--- src/rtl/fbg_pkg.sv ---
package fbg_pkg;
  typedef enum logic [1:0] {
    REG_WHOLE  = 2'd0,
    REG_FRAC   = 2'd1,
    REG_COMMIT = 2'd2,
    REG_SPARE  = 2'd3
  } fbg_reg_e;
endpackage

--- src/rtl/fbg_regs.sv ---
module fbg_regs
  import fbg_pkg::*;
#(
  parameter int unsigned INT_W  = 16,
  parameter int unsigned FRAC_W = 6
) (
  input  logic              clk,
  input  logic              rst_n,
  input  logic              wr_en,
  input  logic [1:0]        wr_addr,
  input  logic [INT_W-1:0]  wr_data,
  output logic              commit,
  output logic [INT_W-1:0]  act_int,
  output logic [FRAC_W-1:0] act_frac
);
  logic [INT_W-1:0]  stg_int;
  logic [FRAC_W-1:0] stg_frac;

  // only address 2 moves the staged pair into use
  assign commit = wr_en && (wr_addr == REG_COMMIT);

  always_ff @(posedge clk or negedge rst_n) begin
    if (!rst_n) begin
      stg_int  <= '0;
      stg_frac <= '0;
      act_int  <= '0;
      act_frac <= '0;
    end else begin
      if (wr_en && (wr_addr == REG_WHOLE)) stg_int  <= wr_data;
      if (wr_en && (wr_addr == REG_FRAC))  stg_frac <= wr_data[FRAC_W-1:0];
      if (commit) begin
        act_int  <= stg_int;
        act_frac <= stg_frac;
      end
    end
  end
endmodule

--- src/rtl/fbg_period.sv ---
module fbg_period #(
  parameter int unsigned INT_W  = 16,
  parameter int unsigned FRAC_W = 6
) (
  input  logic              clk,
  input  logic              rst_n,
  input  logic              restart,
  input  logic [INT_W-1:0]  div_int,
  input  logic [FRAC_W-1:0] div_frac,
  output logic              tick,
  output logic              ext_o
);
  localparam int unsigned CW = INT_W + 1;

  // final count of a period: whole part minus one, plus the pending extension
  function automatic logic [CW-1:0] last_count(input logic [INT_W-1:0] d,
                                               input logic e);
    return {1'b0, d} - CW'(1) + CW'(e);
  endfunction

  // accumulator step: carry in the top bit
  function automatic logic [FRAC_W:0] accumulate(input logic [FRAC_W-1:0] a,
                                                 input logic [FRAC_W-1:0] f);
    return {1'b0, a} + {1'b0, f};
  endfunction

  logic [INT_W-1:0]  cnt;
  logic [FRAC_W-1:0] acc;
  logic              ext;
  logic [FRAC_W:0]   acc_sum;

  assign acc_sum = accumulate(acc, div_frac);
  // no tick with a zero whole part
  assign tick    = (div_int != '0) && ({1'b0, cnt} == last_count(div_int, ext));
  assign ext_o   = ext;

  always_ff @(posedge clk or negedge rst_n) begin
    if (!rst_n) begin
      cnt <= '0;
      acc <= '0;
      ext <= 1'b0;
    end else if (restart) begin
      cnt <= '0;
      acc <= '0;
      ext <= 1'b0;
    end else if (div_int == '0) begin
      cnt <= '0;
    end else if (tick) begin             // carry lengthens next period
      cnt <= '0;
      acc <= acc_sum[FRAC_W-1:0];
      ext <= acc_sum[FRAC_W];
    end else begin
      cnt <= cnt + INT_W'(1);
    end
  end
endmodule

--- src/rtl/fbg_subdiv.sv ---
module fbg_subdiv #(
  parameter int unsigned RATIO = 16
) (
  input  logic clk,
  input  logic rst_n,
  input  logic restart,
  input  logic tick_in,
  output logic tick_out
);
  localparam int unsigned SW = (RATIO > 1) ? $clog2(RATIO) : 1;
  localparam logic [SW-1:0] TOP = SW'(RATIO - 1);

  logic [SW-1:0] sub;

  // bit tick rides on the last oversampling tick of each group
  assign tick_out = tick_in && (sub == TOP);

  always_ff @(posedge clk or negedge rst_n) begin
    if (!rst_n)          sub <= '0;
    else if (restart)    sub <= '0;
    else if (tick_in)    sub <= (sub == TOP) ? '0 : sub + SW'(1);
  end
endmodule

--- src/rtl/frac_baud_gen.sv ---
module frac_baud_gen #(
  parameter int unsigned INT_W  = 16,
  parameter int unsigned FRAC_W = 6,
  parameter int unsigned OVS    = 16
) (
  input  logic             clk,
  input  logic             rst_n,
  input  logic             wr_en,
  input  logic [1:0]       wr_addr,
  input  logic [INT_W-1:0] wr_data,
  output logic             baud16_tick,
  output logic             baud_tick
);
  logic              commit;
  logic [INT_W-1:0]  act_int;
  logic [FRAC_W-1:0] act_frac;
  logic              period_ext;

  fbg_regs #(.INT_W(INT_W), .FRAC_W(FRAC_W)) u_regs (
    .clk(clk), .rst_n(rst_n), .wr_en(wr_en), .wr_addr(wr_addr),
    .wr_data(wr_data), .commit(commit), .act_int(act_int), .act_frac(act_frac)
  );

  fbg_period #(.INT_W(INT_W), .FRAC_W(FRAC_W)) u_period (
    .clk(clk), .rst_n(rst_n), .restart(commit), .div_int(act_int),
    .div_frac(act_frac), .tick(baud16_tick), .ext_o(period_ext)
  );

  fbg_subdiv #(.RATIO(OVS)) u_subdiv (
    .clk(clk), .rst_n(rst_n), .restart(commit),
    .tick_in(baud16_tick), .tick_out(baud_tick)
  );
endmodule

--- config.mk ---
export PLATFORM = sky130hd
export DESIGN_NAME = frac_baud_gen
export DESIGN_NICKNAME = d
export VERILOG_FILES = /design/src/rtl/fbg_pkg.sv /design/src/rtl/fbg_regs.sv /design/src/rtl/fbg_period.sv /design/src/rtl/fbg_subdiv.sv /design/src/rtl/frac_baud_gen.sv
export SDC_FILE = /design/constraint.sdc
export NUM_CORES = 1
export LEC_CHECK = 0
export BUFFER_PORTS_ARGS = -buffer_cell sky130_fd_sc_hd__buf_2
export CORE_UTILIZATION = 40
export DETAILED_ROUTE_END_ITERATION = 6
export PLACE_DENSITY = 0.56
export SYNTH_ARGS = -nofsm -noshare
export SYNTH_HDL_FRONTEND = slang
export SYNTH_HIERARCHICAL = 1
export SYNTH_SLANG_ARGS = --single-unit
--- constraint.sdc ---
create_clock -name clk -period 5.51 [get_ports clk]
set_input_delay 1.3775 -clock clk [delete_from_list [all_inputs] [get_ports clk]]
set_output_delay 1.3775 -clock clk [all_outputs]
set_load 0.005 [all_outputs]
# Word level (Yosys, flattened, before mapping)

Index checks and enable logic that the tools add are counted.

Register bits after elaboration: 71
Bits in latches: 0
RAM bits: 0
ROM bits: 0
Input port bits: 21
Logic and storage cells: 40
Memories kept: 0

Add/subtract/negate cells: 5
Multiply operators: 0
Divide/modulo/power cells: 0
Order comparisons: 0
Equal/unequal tests: 5
Shift-type cells: 0
Muxes and demuxes: 12
Bitwise logic cells: 0
Reduce and logical (&&, ||, !) cells: 10

Operator list:

| cell                                                 | count |
|---|---|
| two-way mux 16 bit                                   | 3 |
| two-way mux 6 bit                                    | 3 |
| adder 17 x 1 -> 17 bit                               | 1 |
| equality test 16 x 17 -> 1 bit                       | 1 |
| subtractor 16 x 1 -> 17 bit (second input constant)  | 1 |
| adder 16 x 1 -> 16 bit (second input constant)       | 1 |
| logical NOT 16 bit                                   | 1 |
| nonzero test 16 bit                                  | 1 |
| two-way mux 4 bit                                    | 3 |
| adder 6 x 6 -> 7 bit                                 | 1 |
| logical AND 1 bit                                    | 5 |
| adder 4 x 1 -> 4 bit (second input constant)         | 1 |
| equality test 4 bit (second input constant)          | 1 |
| two-way mux 1 bit                                    | 3 |
| equality test 2 x 1 -> 1 bit (second input constant) | 1 |
| equality test 2 bit (second input constant)          | 1 |
| logical NOT 2 bit                                    | 1 |
| inequality test 2 bit (second input constant)        | 1 |
| AND reduction 2 bit                                  | 1 |
| nonzero test 2 bit                                   | 1 |

# Longest topological paths before layout

Word-level depth: 7
Mapped depth: 14

# Cells and area by module

The synthesis kept the hierarchy.

By module, submodules not included:

| module     | times used | cells an instance | area an instance (um2) | sequential area each (um2) |
|---|---|---|---|---|
| fbg_period | 1          | 214               | 1905.6                 | 575.6 |
| fbg_regs   | 1          | 95                | 1660.3                 | 1101.1 |
| fbg_subdiv | 1          | 22                | 205.2                  | 100.1 |

# Worst setup path after synthesis

OpenSTA, ideal clock, no wires.

Path kind: reg-to-output
From: reg u_regs.act_int[0]
To: out baud_tick
Arrival: 2.629 ns
Required time: 4.133 ns
Slack: 1.503 ns
Stages on the path, launching flop included: 14
Path buffers: 2
Cell sequence: dfrtp_1 -> inv_1 -> ha_1 -> or4b_1 -> buf_2 -> a211o_1 -> a21o_1 -> a221oi_4 -> and3_1 -> buf_4 -> nand2_1 -> inv_1 -> nand2_2 -> nor2_1

Longest elaborated chain between the ends: 5
Elaborated cells on any way between the ends: 6
Classes of those cells: add/sub (2); eq/ne (1); reduce/logical (3)

Ends and longest elaborated chain:

| what                           | line                | text |
|---|---|---|
| start, declared                | fbg_regs.sv:13      | `output logic [INT_W-1:0] act_int,` |
| start signal, assigned         | fbg_regs.sv:32      | `act_int <= stg_int;` |
| subtractor 16 x 1 -> 17 bit    | fbg_period.sv:18    | `return {1'b0, d} - CW'(1) + CW'(e);` |
| adder 17 x 1 -> 17 bit         | fbg_period.sv:18    |  |
| equality test 16 x 17 -> 1 bit | fbg_period.sv:34    | `assign tick = (div_int != '0) && ({1'b0, cnt} == last_count(div_int, ext));` |
| logical AND 1 bit (*)          | fbg_period.sv:34    |  |
| named net baud16_tick          | frac_baud_gen.sv:11 | `output logic baud16_tick,` |
| logical AND 1 bit (*)          | fbg_subdiv.sv:16    | `assign tick_out = tick_in && (sub == TOP);` |
| end, declared                  | frac_baud_gen.sv:12 | `output logic baud_tick` |

The timed path passes the listed nets; every way through them passes the cells marked *.

# Worst setup path in the final report

From: reg u_regs.act_int[0]
To: out baud_tick

Longest elaborated chain between the ends: 5
Elaborated cells on any way between the ends: 6
Classes of those cells: add/sub (2); eq/ne (1); reduce/logical (3)

Ends and longest elaborated chain:

| what                           | line |
|---|---|
| subtractor 16 x 1 -> 17 bit    | fbg_period.sv:18 |
| adder 17 x 1 -> 17 bit         | fbg_period.sv:18 |
| equality test 16 x 17 -> 1 bit | fbg_period.sv:34 |
| logical AND 1 bit (*)          | fbg_period.sv:34 |
| logical AND 1 bit (*)          | fbg_subdiv.sv:16 |

Mark *: on every way between the ends. The rest lies on a longest branch, timed or not.

==> results.tsv <==
stage	metric	value	unit
synth	largest cells by area after synthesis	dfrtp_1, mux2_2, xnor2_1	
synth	predominant post-synthesis flop cell	dfrtp_1	
worst_hold_path	worst hold-check path type	reg2reg	
drt	total wire length	6.98	mm
floorplanning	Rows	35	
drt	DR vias	2504	
worst_setup_path	nature of the critical path startpoint	flip-flop	
clock_tree	CTS buffer count	9	
worst_setup_path	WS Path Type	reg2out	
floorplanning	Initial Utilization	0.410	
final_layout	register area	1780	sq um
job	Max Cap Viol	0	
worst_setup_path	CP Capture Type	primary output	
global_routing	GRT Total Usage	0.157	
sta	Final min period	4760	ps
drt	drt via density	5.31	
synth	Syn Area/Cell	11.4	sq um
pwr	Max IR drop VDD	0.222	mV
clock_tree	Clock transition at path regs	80	ps
floorplanning	I/O pin total	23	
global_routing	first-pass GRT wire length	12.0	mm
placed_design	Final GP Congestion	0.869	
sta	Slew headroom	0.484	
floorplanning	Die Y	99.1	um
clock_tree	clock buffer depth	2	
final_layout	Layout Nets	388	
final_layout	Syn-to-layout area delta	11.7	%
drt	post-route ant nets	0	
clock_tree	CTS sink cnt	71	
global_routing	vias in the first global route	2399	
final_layout	filler instances	879	
sta	Final TNS setup	0	ps
worst_setup_path	Worst Path Arrival	3380	ps
drt	routed wire length per instance	14.8	um
clock_tree	CTS tree	yes	
synth	Seq cells post-synth	71	
pwr	P per Cell Area	380	nW/um^2
global_routing	initial antenna violation count	0	
sta	# setup viols final	0	
clock_tree	CTS Root Cell	clkbuf_8	
sta	final hold vios	0	
final_layout	layout cells sized above 1	0.277	
pwr	Static Leakage	1.83	nW
placed_design	Place WS	1120	ps
synth	EDFF count, synth	0	
sta	RSZ-0062 raised after global routing	false	
sta	worst-margin pin slew	774	ps
drt	# DRC	0	
final_layout	Ant. Diodes	0	
worst_setup_path	Critical Path Fanout Max	8	
clock_tree	Clock Latency Late Sink	340	ps
sta	fin. max-slew vios	0	
clock_tree	CTS H-tree depth	3	
floorplanning	Die X	99.1	um
synth	Seq/Total Area, Yosys	0.471	
worst_setup_path	worst path required time	4130	ps
synth	Ys Warns	6	
synth	Syn Inst Count	331	
clock_tree	post-cts resize count	0	
placed_design	DP HPWL	5.10	mm
synth	Yosys cell types	53	
global_routing	pin count of the biggest net entering global routing	40	
synth	top-area cell type share of the netlist area	0.471	
run_status	status	finished, final reports clean	
placed_design	port bufs	22	
synth	Post-synth top cells	dfrtp_1, mux2_2, nor2_1, xnor2_1	
floorplanning	core region area	9200	sq um
sta	period utilisation layout	0.863	
sta	clock skew	10.3	ps
synth	area leader, netlist	dfrtp_1	
sta	worst setup slack after layout	753	ps
synth	Cell Area, Synth	3770	sq um
synth	most frequent cell after synthesis	dfrtp_1	
synth	asr flop ratio synth	1.00	
global_routing	GR Overflow Total	0	
placed_design	placed instance area	3970	sq um
drt	drt initial violations	117	
final_layout	finished layout cell area	4210	sq um
floorplanning	Die ar.	9820	sq um
clock_tree	total setup buffers inserted after CTS	0	
final_layout	Multi-input gate area	1900	sq um
synth	Syn Nets	363	
drt	drt pass-1 iters	4	
sta	Max Clock Freq	210	MHz
clock_tree	post-cts hold buffer count	0	
==> metal layers <==
layer | share of wire | routed length (um) | track usage | up-vias
met2 | 0.44 | 3060 | 0.232 | 40
met1 | 0.52 | 3630 | 0.225 | 1228
met5 | 0 | 0 | 0 | -
met3 | 0.026 | 183 | 0.0408 | 10
met4 | 0.015 | 108 | 0.0498 | 0
li1 | - | - | - | 1226
==> path summary, 6_finish.rpt <==
kind                                    startpoint                  to  slack (ps)  cells after the start
worst max-delay path             u_regs/act_int[0]           baud_tick         750                     12
worst min-delay path            u_regs/stg_frac[4]  u_regs/act_frac[4]         510                      1
worst max register to register   u_regs/act_int[0]     u_subdiv/sub[3]        2130                     12
worst min register to register  u_regs/stg_frac[4]  u_regs/act_frac[4]         510                      1
max in group asynchronous                    rst_n   u_regs/stg_int[4]        3470                      2
min in group asynchronous                    rst_n     u_period/cnt[9]        1080                      1
==> final cells by class <==
| cell class | count | area share |
|---|---|---|
| Clock buffer | 10 | 0.0303 |
| Timing Repair Buffer | 24 | 0.0297 |
| Sequential cell | 71 | 0.422 |
| Clock inverter | 6 | 0.0276 |
| Tap cell | 111 | 0.0330 |
| Inverter | 7 | 0.00624 |
| Multi-Input combinational cell | 243 | 0.451 |
==> state kept, by name, indices dropped and copies added, names as in the netlist <==
register,cells
u_period/ext_o,1
u_regs/act_frac,6
u_regs/act_int,16
u_regs/stg_frac,6
u_period/cnt,16
u_regs/stg_int,16
u_subdiv/sub,4
u_period/acc,6
==> through the flow <==
step	power (mW)	cells	hold slack [ps]	util
2_1_floorplan	1.00	331	475	-
3_3_place_gp	1.10	456	487	0.432
3_5_place_dp	1.10	456	492	0.432
4_1_cts	1.62	472	508	0.458
5_1_grt	1.70	472	522	0.458
6_report	1.60	472	506	0.458
==> kinds of logic (layout without fill, tap and decap cells) <==
| family | after synthesis | after routing | share of synthesized area |
|---|---|---|---|
| AOI/OAI and AO/OA | 44 | 44 | 0.0813 |
| xor gates and xnor gates | 38 | 38 | 0.0883 |
| muxes | 45 | 45 | 0.134 |
| DFF | 71 | 71 | 0.471 |
| buffers and inverters | 17 | 47 | 0.0246 |
| and+or+nand+nor | 105 | 105 | 0.162 |
| adders and majority gates | 11 | 11 | 0.0385 |
==> where the power goes <==
group	internal, mW	total (mW)	switching, mW
Clock	0.305	0.508	0.203
Combinational	0.187	0.355	0.169
Sequential	0.618	0.737	0.119
==> critical path: stages, from the launching register on <==
cell	delay [ps]
dfrtp_1	390
inv_1	60
ha_1	170
or4b_1	610
a211o_1	290
a21o_1	210
a221oi_4	350
and3_1	350
nand2_1	110
inv_1	180
nand2_2	90
nor2_1	100
buf_2	120
==> cells in the final DEF, fill, tap and decap left out, types with 2 or more instances in the layout <==
| cell type | instances |
|---|---|
| nor2_2 | 4 |
| or4_1 | 2 |
| nor2b_1 | 2 |
| o21ai_0 | 13 |
| a21oi_1 | 16 |
| xnor2_1 | 21 |
| bufinv_16 | 3 |
| inv_6 | 2 |
| nand3_1 | 17 |
| clkbuf_8 | 9 |
| nand3b_1 | 5 |
| nor3_1 | 3 |
| and4_1 | 3 |
| and3_1 | 5 |
| nor2_1 | 28 |
| buf_2 | 22 |
| nor3b_1 | 2 |
| mux2_2 | 44 |
| a21o_1 | 2 |
| a211oi_2 | 2 |
| inv_1 | 7 |
| nand2_1 | 10 |
| buf_4 | 2 |
| dfrtp_1 | 71 |
| nand4_1 | 2 |
| xor2_1 | 17 |
| nand2b_1 | 3 |
| o21a_1 | 2 |
| or3_1 | 2 |
| ha_1 | 10 |
| or2_2 | 2 |
| nor4_1 | 5 |
Power figures use the tool's default switching activity.
